## config.mk

```make
export PLATFORM = sky130hd
export DESIGN_NAME = sync_loss_monitor
export DESIGN_NICKNAME = d
export VERILOG_FILES = /design/src/rtl/slm_pkg.sv /design/src/rtl/slm_datapath.sv /design/src/rtl/slm_ctrl.sv /design/src/rtl/sync_loss_monitor.sv
export SDC_FILE = /design/constraint.sdc
export NUM_CORES = 1
export LEC_CHECK = 0
export ABC_AREA = 0
export ABC_CLOCK_PERIOD_IN_PS = 4400
export BUFFER_PORTS_ARGS = -buffer_cell sky130_fd_sc_hd__buf_2
export CAP_MARGIN = 25
export CORE_UTILIZATION = 45
export CTS_BUF_LIST = sky130_fd_sc_hd__clkbuf_8 sky130_fd_sc_hd__clkbuf_16
export CTS_CLUSTER_DIAMETER = 120
export DETAILED_ROUTE_END_ITERATION = 8
export GPL_ROUTABILITY_DRIVEN = 0
export HOLD_SLACK_MARGIN = 0.15
export PLACE_DENSITY = 0.68
export SLEW_MARGIN = 20
export SYNTH_ARGS = -nofsm -noshare
export SYNTH_HDL_FRONTEND = slang
export SYNTH_HIERARCHICAL = 1
export SYNTH_SLANG_ARGS = --single-unit
```

## constraint.sdc

```tcl
create_clock -name clk -period 4.4 [get_ports clk]
set_input_delay 1.1 -clock clk [delete_from_list [all_inputs] [get_ports clk]]
set_output_delay 1.1 -clock clk [all_outputs]
set_load 0.02 [all_outputs]
```

## src/rtl/slm_pkg.sv

```systemverilog
package slm_pkg;

  // Strobes issued by the control to the counting datapath each cycle
  typedef struct packed {
    logic clrCnt;     // restart both counters (burst block start)
    logic countSym;   // a valid symbol advances the window
    logic countNorm;  // a normalisation pulse is accumulated
    logic endWindow;  // this valid symbol closes the window
  } slmStrobe_t;

  // Combinational status returned by the datapath
  typedef struct packed {
    logic lastSym;    // a counted symbol now would complete the window
    logic overThr;    // count including this cycle exceeds threshold
  } slmStatus_t;

endpackage

```

## src/rtl/slm_datapath.sv

```systemverilog
module slm_datapath
  import slm_pkg::*;
#(
  parameter int WIN_W  = 8,
  parameter int NORM_W = 6
) (
  input  logic              clk,
  input  logic              rst,
  input  slmStrobe_t        strobe,
  input  logic [WIN_W-1:0]  windowLen,
  input  logic [NORM_W-1:0] threshold,
  output slmStatus_t        status
);

  localparam logic [NORM_W-1:0] NORM_MAX = {NORM_W{1'b1}};

  logic [WIN_W-1:0]  periodCnt;
  logic [NORM_W-1:0] normCnt;
  logic [WIN_W:0]    periodPlusOne;
  logic              normFull;
  logic [NORM_W-1:0] normNext;

  // Position check widened by one bit so a full counter cannot wrap
  assign periodPlusOne  = {1'b0, periodCnt} + (WIN_W+1)'(1);
  assign status.lastSym = periodPlusOne >= {1'b0, windowLen};

  // Saturating accumulation of normalisation events
  assign normFull = (normCnt == NORM_MAX);
  assign normNext = (strobe.countNorm && !normFull) ? normCnt + NORM_W'(1) : normCnt;
  assign status.overThr = normNext > threshold;

  always_ff @(posedge clk) begin
    if (rst || strobe.clrCnt || strobe.endWindow) begin
      periodCnt <= '0;
      normCnt   <= '0;
    end else begin
      if (strobe.countSym) periodCnt <= periodCnt + WIN_W'(1);
      normCnt <= normNext;
    end
  end

  AST_PERIOD_IDLE: assert property (@(posedge clk) disable iff (rst)
    (!strobe.countSym && !strobe.clrCnt && !strobe.endWindow) |=> $stable(periodCnt))
    else $error("period moved without a valid symbol");

  AST_NORM_SAT: assert property (@(posedge clk) disable iff (rst)
    (normCnt == NORM_MAX && !strobe.clrCnt && !strobe.endWindow) |=> (normCnt == NORM_MAX))
    else $error("normalisation count wrapped");

  AST_WINDOW_RESTART: assert property (@(posedge clk) disable iff (rst)
    strobe.endWindow |=> (periodCnt == '0 && normCnt == '0))
    else $error("counters not restarted after window");

  AST_START_CLEAR: assert property (@(posedge clk) disable iff (rst)
    strobe.clrCnt |=> (periodCnt == '0 && normCnt == '0))
    else $error("counters not cleared on block start");

endmodule

```

## src/rtl/slm_ctrl.sv

```systemverilog
module slm_ctrl
  import slm_pkg::*;
(
  input  logic       clk,
  input  logic       rst,
  input  logic       symValid,
  input  logic       normPulse,
  input  logic       blkStart,
  input  logic       blkStop,
  input  logic       blkModeEn,
  input  logic       syncByBlk,
  input  logic       statusClr,
  input  slmStatus_t status,
  output slmStrobe_t strobe,
  output logic       outOfSync,
  output logic       blockErr,
  output logic       cfgErr
);

  logic burstMode;
  logic badCfg;
  logic failWindow;

  assign burstMode = blkModeEn && syncByBlk;
  assign badCfg    = syncByBlk && !blkModeEn;

  // Block start in burst mode wins over counting for that cycle
  assign strobe.clrCnt    = burstMode && blkStart;
  assign strobe.countSym  = symValid  && !strobe.clrCnt;
  assign strobe.countNorm = normPulse && !strobe.clrCnt;
  assign strobe.endWindow = strobe.countSym && status.lastSym;

  assign failWindow = strobe.endWindow && status.overThr;

  always_ff @(posedge clk) begin
    if (rst) outOfSync <= 1'b0;
    else if (strobe.endWindow) outOfSync <= status.overThr;
  end

  // Per-block error: stop strobe and leaving burst mode take priority
  always_ff @(posedge clk) begin
    if (rst || !burstMode || blkStop) blockErr <= 1'b0;
    else if (failWindow) blockErr <= 1'b1;
  end

  // Sticky configuration error: a present fault wins over the clear
  always_ff @(posedge clk) begin
    if (rst) cfgErr <= 1'b0;
    else if (badCfg) cfgErr <= 1'b1;
    else if (statusClr) cfgErr <= 1'b0;
  end

  AST_VERDICT_HOLD: assert property (@(posedge clk) disable iff (rst)
    !strobe.endWindow |=> $stable(outOfSync))
    else $error("verdict changed between windows");

  AST_BLKERR_SET: assert property (@(posedge clk) disable iff (rst)
    (burstMode && !blkStop && failWindow) |=> blockErr)
    else $error("failing window in block not flagged");

  AST_STOP_CLEARS: assert property (@(posedge clk) disable iff (rst)
    blkStop |=> !blockErr)
    else $error("block error survived stop");

  AST_CONT_NO_BLKERR: assert property (@(posedge clk) disable iff (rst)
    !burstMode |=> !blockErr)
    else $error("block error outside burst mode");

  AST_CFG_SET: assert property (@(posedge clk) disable iff (rst)
    badCfg |=> cfgErr)
    else $error("illegal mode not flagged");

  AST_CFG_STICKY: assert property (@(posedge clk) disable iff (rst)
    (cfgErr && !statusClr) |=> cfgErr)
    else $error("config error dropped without clear");

endmodule

```

## src/rtl/sync_loss_monitor.sv

```systemverilog
module sync_loss_monitor
  import slm_pkg::*;
#(
  parameter int WIN_W  = 8,
  parameter int NORM_W = 6
) (
  input  logic              clk,
  input  logic              rst,
  input  logic              symValid,
  input  logic              normPulse,
  input  logic              blkStart,
  input  logic              blkStop,
  input  logic              blkModeEn,
  input  logic              syncByBlk,
  input  logic [WIN_W-1:0]  windowLen,
  input  logic [NORM_W-1:0] threshold,
  input  logic              statusClr,
  output logic              outOfSync,
  output logic              blockErr,
  output logic              cfgErr
);

  slmStrobe_t strobe;
  slmStatus_t status;

  slm_ctrl uCtrl (
    .clk       (clk),
    .rst       (rst),
    .symValid  (symValid),
    .normPulse (normPulse),
    .blkStart  (blkStart),
    .blkStop   (blkStop),
    .blkModeEn (blkModeEn),
    .syncByBlk (syncByBlk),
    .statusClr (statusClr),
    .status    (status),
    .strobe    (strobe),
    .outOfSync (outOfSync),
    .blockErr  (blockErr),
    .cfgErr    (cfgErr)
  );

  slm_datapath #(.WIN_W(WIN_W), .NORM_W(NORM_W)) uDp (
    .clk       (clk),
    .rst       (rst),
    .strobe    (strobe),
    .windowLen (windowLen),
    .threshold (threshold),
    .status    (status)
  );

  AST_RESET_CLEAN: assert property (@(posedge clk)
    rst |=> (!outOfSync && !blockErr && !cfgErr))
    else $error("flags not cleared by reset");

endmodule

```

; ---- Word-level counts from Yosys, hierarchy flattened
; Cells that the tools add are included.
[totals]
register_bits = 17
input_bits = 23
[classes]
n_addsub = 3
order_cmp = 2
eq_ne = 1
muxes = 3
reduce_logical = 17
[ops]
columns = cell, count
row1 = 8-bit by 1-bit adder with 9-bit output (second input constant), 1
row2 = 9-bit by 8-bit greater-or-equal comparator with 1-bit output, 1
row3 = 8-bit by 1-bit adder with 8-bit output (second input constant), 1
row4 = 1-bit logical AND, 8
row5 = 6-bit by 1-bit adder with 6-bit output (second input constant), 1
row6 = 6-bit equality test (second input constant), 1
row7 = 6-bit greater-than comparator, 1
row8 = 6-bit 2-to-1 mux, 1
row9 = 1-bit zero test, 4
row10 = 1-bit logical OR, 4
row11 = 1-bit 2-to-1 mux, 2
row12 = 2-bit nonzero test, 1

; ---- Depth between registers and ports, before layout
[depth]
depth_word = 8
mapped_depth = 13
depth_no_buf = 12

; ---- By module
; The synthesis kept the hierarchy.
[modules_own_cells]
columns = module, cells_each, seq_area_each_um2, area_per_inst_um2, instances
row1 = slm_datapath, 128, 280.3, 1089.8, 1
row2 = slm_ctrl, 17, 60.1, 162.7, 1

; ---- Least setup slack after synthesis
; No wires, ideal clock.
[synth_path]
path_type = input port to flip-flop
from = input port blkStart
to = register uCtrl.blockErr
setup_slack_ns = 1.274
arrival_time_ns = 3.023
n_path_buf = 0
cell_stages = 11
setup_ns = 0.103
required_ns = 4.297
path_cell_list = nand3_2 -> and2_2 -> and3_2 -> a21oi_1 -> a21oi_1 -> ha_1 -> and4_1 -> a221oi_1 -> a31oi_1 -> nand4_2 -> a2111oi_2
[synth_lines]
columns = element, line_no
row1 = start: declaration, sync_loss_monitor.sv:11  ; input logic blkStart,
row2 = end signal: assignment, slm_ctrl.sv:42  ; if (rst || !burstMode || blkStop) blockErr <= 1'b0;
row3 = end signal: assignment, slm_ctrl.sv:43  ; else if (failWindow) blockErr <= 1'b1;
row4 = end: declaration, slm_ctrl.sv:16  ; output logic blockErr,

==> flow_metrics.tcl <==
set metrics [dict create \
    outcome "completed" \
    use_met3 0.0667 \
    cp.arrival_ns 3.42 \
    crit_required_ns 4.56 \
    drive_gt1_frac 0.257 \
    grt_antenna_before_repair 0 \
    leakagePower_nw 0.722 \
    rsz0062_at_grt "false" \
    clock_sinks 17 \
    worstPathMaxFanout 12 \
    syn_to_final_growth_pct 15.3 \
    syn_inst 145 \
    worstSetupPathType "reg -> reg" \
    synth_seq_cells 17 \
    mostFrequentLayoutCells "buf_2, dfxtp_1, inv_1, ha_1, nor2_1" \
    yosysTopAreaCell "dfxtp_1" \
    drt-wirelength-per-cell_um 11.2 \
    clock_latency_ns 0.25 \
    rrSetupSlack_ns 1.15 \
    top_usage_layer "met2" \
    vdd_drop_max_mv 0.366 \
    fin_crit_sh 0.739 \
    ctsHoldBuffers 0 \
    tns_ns 0 \
    finalSetupViolations 0 \
    cts_tree "built" \
    cts_setup_buffers 0 \
    whs_path_depth 2 \
    critPathSlowestCell "or3_1" \
    yosysSeqAreaShare 0.272 \
    cts-root-buf "clkbuf_8" \
    clk_pin_slew_ns 0.07 \
    netlist.area_leader.share 0.272 \
    worst_slew_pin_slew_ns 0.466 \
    hold_violations 0 \
    port_buffers 25 \
    die-area_um2 3000 \
    cap_violations 0 \
    dieWidth_um 54.8 \
    power_density_nw_per_um2 229 \
    ant_nets 0 \
    power_w 0.000330 \
    grt_pass1_wl_um 4060 \
    grt_pass1_vias 1009 \
    grt_use_met2 0.311 \
    r2r_start "uDp/periodCnt[0]" \
    hold_path_end "uCtrl/blockErr" \
    fin_crit_ns 3.25 \
    hold_class "reg -> reg" \
    r2r-end "uDp/normCnt[2]" \
    num_vias 1059 \
    die_h_um 54.8 \
    cts_buffer_depth 2 \
    grt_start_max_net_pins 13 \
    grt_use_total 0.191 \
    r2r_cells 12 \
    htreeDepth 1 \
    num-fill-cells 242 \
    layout_commonest_cell "buf_2" \
    num_io_pins 26 \
    timing.fmax_mhz 308 \
    start_util 0.492 \
    grt_overflow 0 \
    synth_area_leaders "dfxtp_1, ha_1, xor2_1" \
    syn_area_um2 1250 \
    placementRows 18 \
    final_max_slew_viol_count 0 \
    startpoint_type "flop" \
    worst_slew_margin_rel 0.690 \
    drtIter0Drc 20 \
    drc 0 \
    coreArea_um2 2540 \
    yosysWarnings 6 \
    path_cells "ha_1, and3_2, nand3_1, xnor2_1, ha_1, a21oi_1, nand2_1, a211oi_1, o31ai_1, and3_2, or3_1, a211oi_1" \
    worstSetupEndpointType "flop" \
    syn_avg_cell_area_um2 8.64 \
    cts_buffers 3 \
    dr.pass1.iters 4 \
    min_from "uCtrl/blockErr" \
    avgViaCountPerCell 5.27 \
    clock_skew_ns 0.00306 \
    nNetsFinal 211 \
    antennaDiodeCount 0 \
    met1_usage 0.235 \
    max_stage_delay_ns 0.53 \
    post_cts_resize_count 0 \
    syn_nets 184 \
    ys_types 40 \
    hpwl_um 1850 \
    wl_um 2260 \
]
## cell usage after synthesis
cell type / n
dfxtp_1: 17
ha_1: 16
inv_1: 16
nor2_1: 13
a21oi_1: 11
xor2_1: 9
nand2_1: 7
nand3_1: 6
nand4_1: 4
and3_2: 3
o21ai_0: 3
or3_1: 3
xnor2_1: 3
a211oi_1: 2
and2_2: 2
and3_1: 2
mux2i_1: 2
nand2b_1: 2
nand3_2: 2
nand4_2: 2
a2111oi_2: 1
a211oi_2: 1
a21o_1: 1
a221oi_1: 1
a31oi_1: 1
a41oi_2: 1
and2b_1: 1
and4_1: 1
buf_2: 1
buf_4: 1
clkbuf_2: 1
mux2_2: 1
nor2b_1: 1
nor3_1: 1
nor4b_1: 1
nor4b_4: 1
o21ai_2: 1
o22ai_1: 1
o31ai_1: 1
or2b_1: 1
## how the worst max path moves through the flow
stage / to / from / slack [ns] / cells past startpoint
after CTS: uDp/normCnt[2] / uDp/periodCnt[0] / 1.17 / 12
after detailed placement: uCtrl/blockErr / blkModeEn / 0.99 / 12
after global placement: uCtrl/blockErr / syncByBlk / 1.05 / 12
after floorplan: uCtrl/blockErr / blkStart / 1.27 / 11
after global routing: uDp/normCnt[2] / uDp/periodCnt[0] / 0.90 / 12
final: uDp/normCnt[2] / uDp/periodCnt[0] / 1.15 / 12
## where the power goes
part | total [W] | internal (W) | switching, W
clock network | 0.000117 | 0.0000628 | 0.0000538
logic | 0.0000515 | 0.0000248 | 0.0000267
registers | 0.000162 | 0.000158 | 0.00000428
total | 0.000330 | 0.000245 | 0.0000848
## worst max-delay path, delay by kind of cell, from the launching register on
kind | cells | cell delay, ns
AND/OR/NAND/NOR | 5 | 1.22
AO/OA/AOI/OAI | 4 | 0.78
adder cells (fa/ha/maj) | 2 | 0.57
flip-flops | 1 | 0.44
XOR/XNOR | 1 | 0.14
## sequential cells by signal, indices dropped and copies added (netlist names)
register,count
uCtrl/outOfSync,1
uCtrl/blockErr,1
uCtrl/cfgErr,1
uDp/normCnt,6
uDp/periodCnt,8
## metal layers
metal	share of wire	routed length, um
met2	0.47	1050
met1	0.48	1080
met3	0.039	88
met4	0.016	35
met5	0	0
## layout make-up
class | instances | area, um^2 | area share
Timing Repair Buffer | 25 | 125 | 0.0867
Tap cell | 30 | 37.5 | 0.0260
Sequential cell | 17 | 340 | 0.236
Clock inverter | 1 | 5.00 | 0.00347
Multi-Input combinational cell | 109 | 835 | 0.578
Clock buffer | 3 | 41.3 | 0.0286
Inverter | 16 | 60.1 | 0.0416
## logic make-up (layout without fill, tap and decap cells)
logic type	after synthesis	count (layout)	synth area share
fa+ha+maj	16	16	0.160
flops	17	17	0.272
buf+inv	19	45	0.0619
xor+xnor	12	12	0.0839
simple gates	53	53	0.259
mux	3	3	0.0250
compound gates	25	25	0.139
## metrics by stage
stage	area (um^2)	hold slack [ns]	cells	setup slack [ns]	utilization
3_5_place_dp	1400	0.460	197	0.987	0.549
2_1_floorplan	1250	0.483	145	1.27	-
6_report	1440	0.467	201	1.15	0.567
5_1_grt	1440	0.486	201	0.900	0.567
3_3_place_gp	1400	0.453	197	1.05	0.549
4_1_cts	1440	0.472	201	1.17	0.567
No activity file was read; power rests on OpenSTA's default activity.
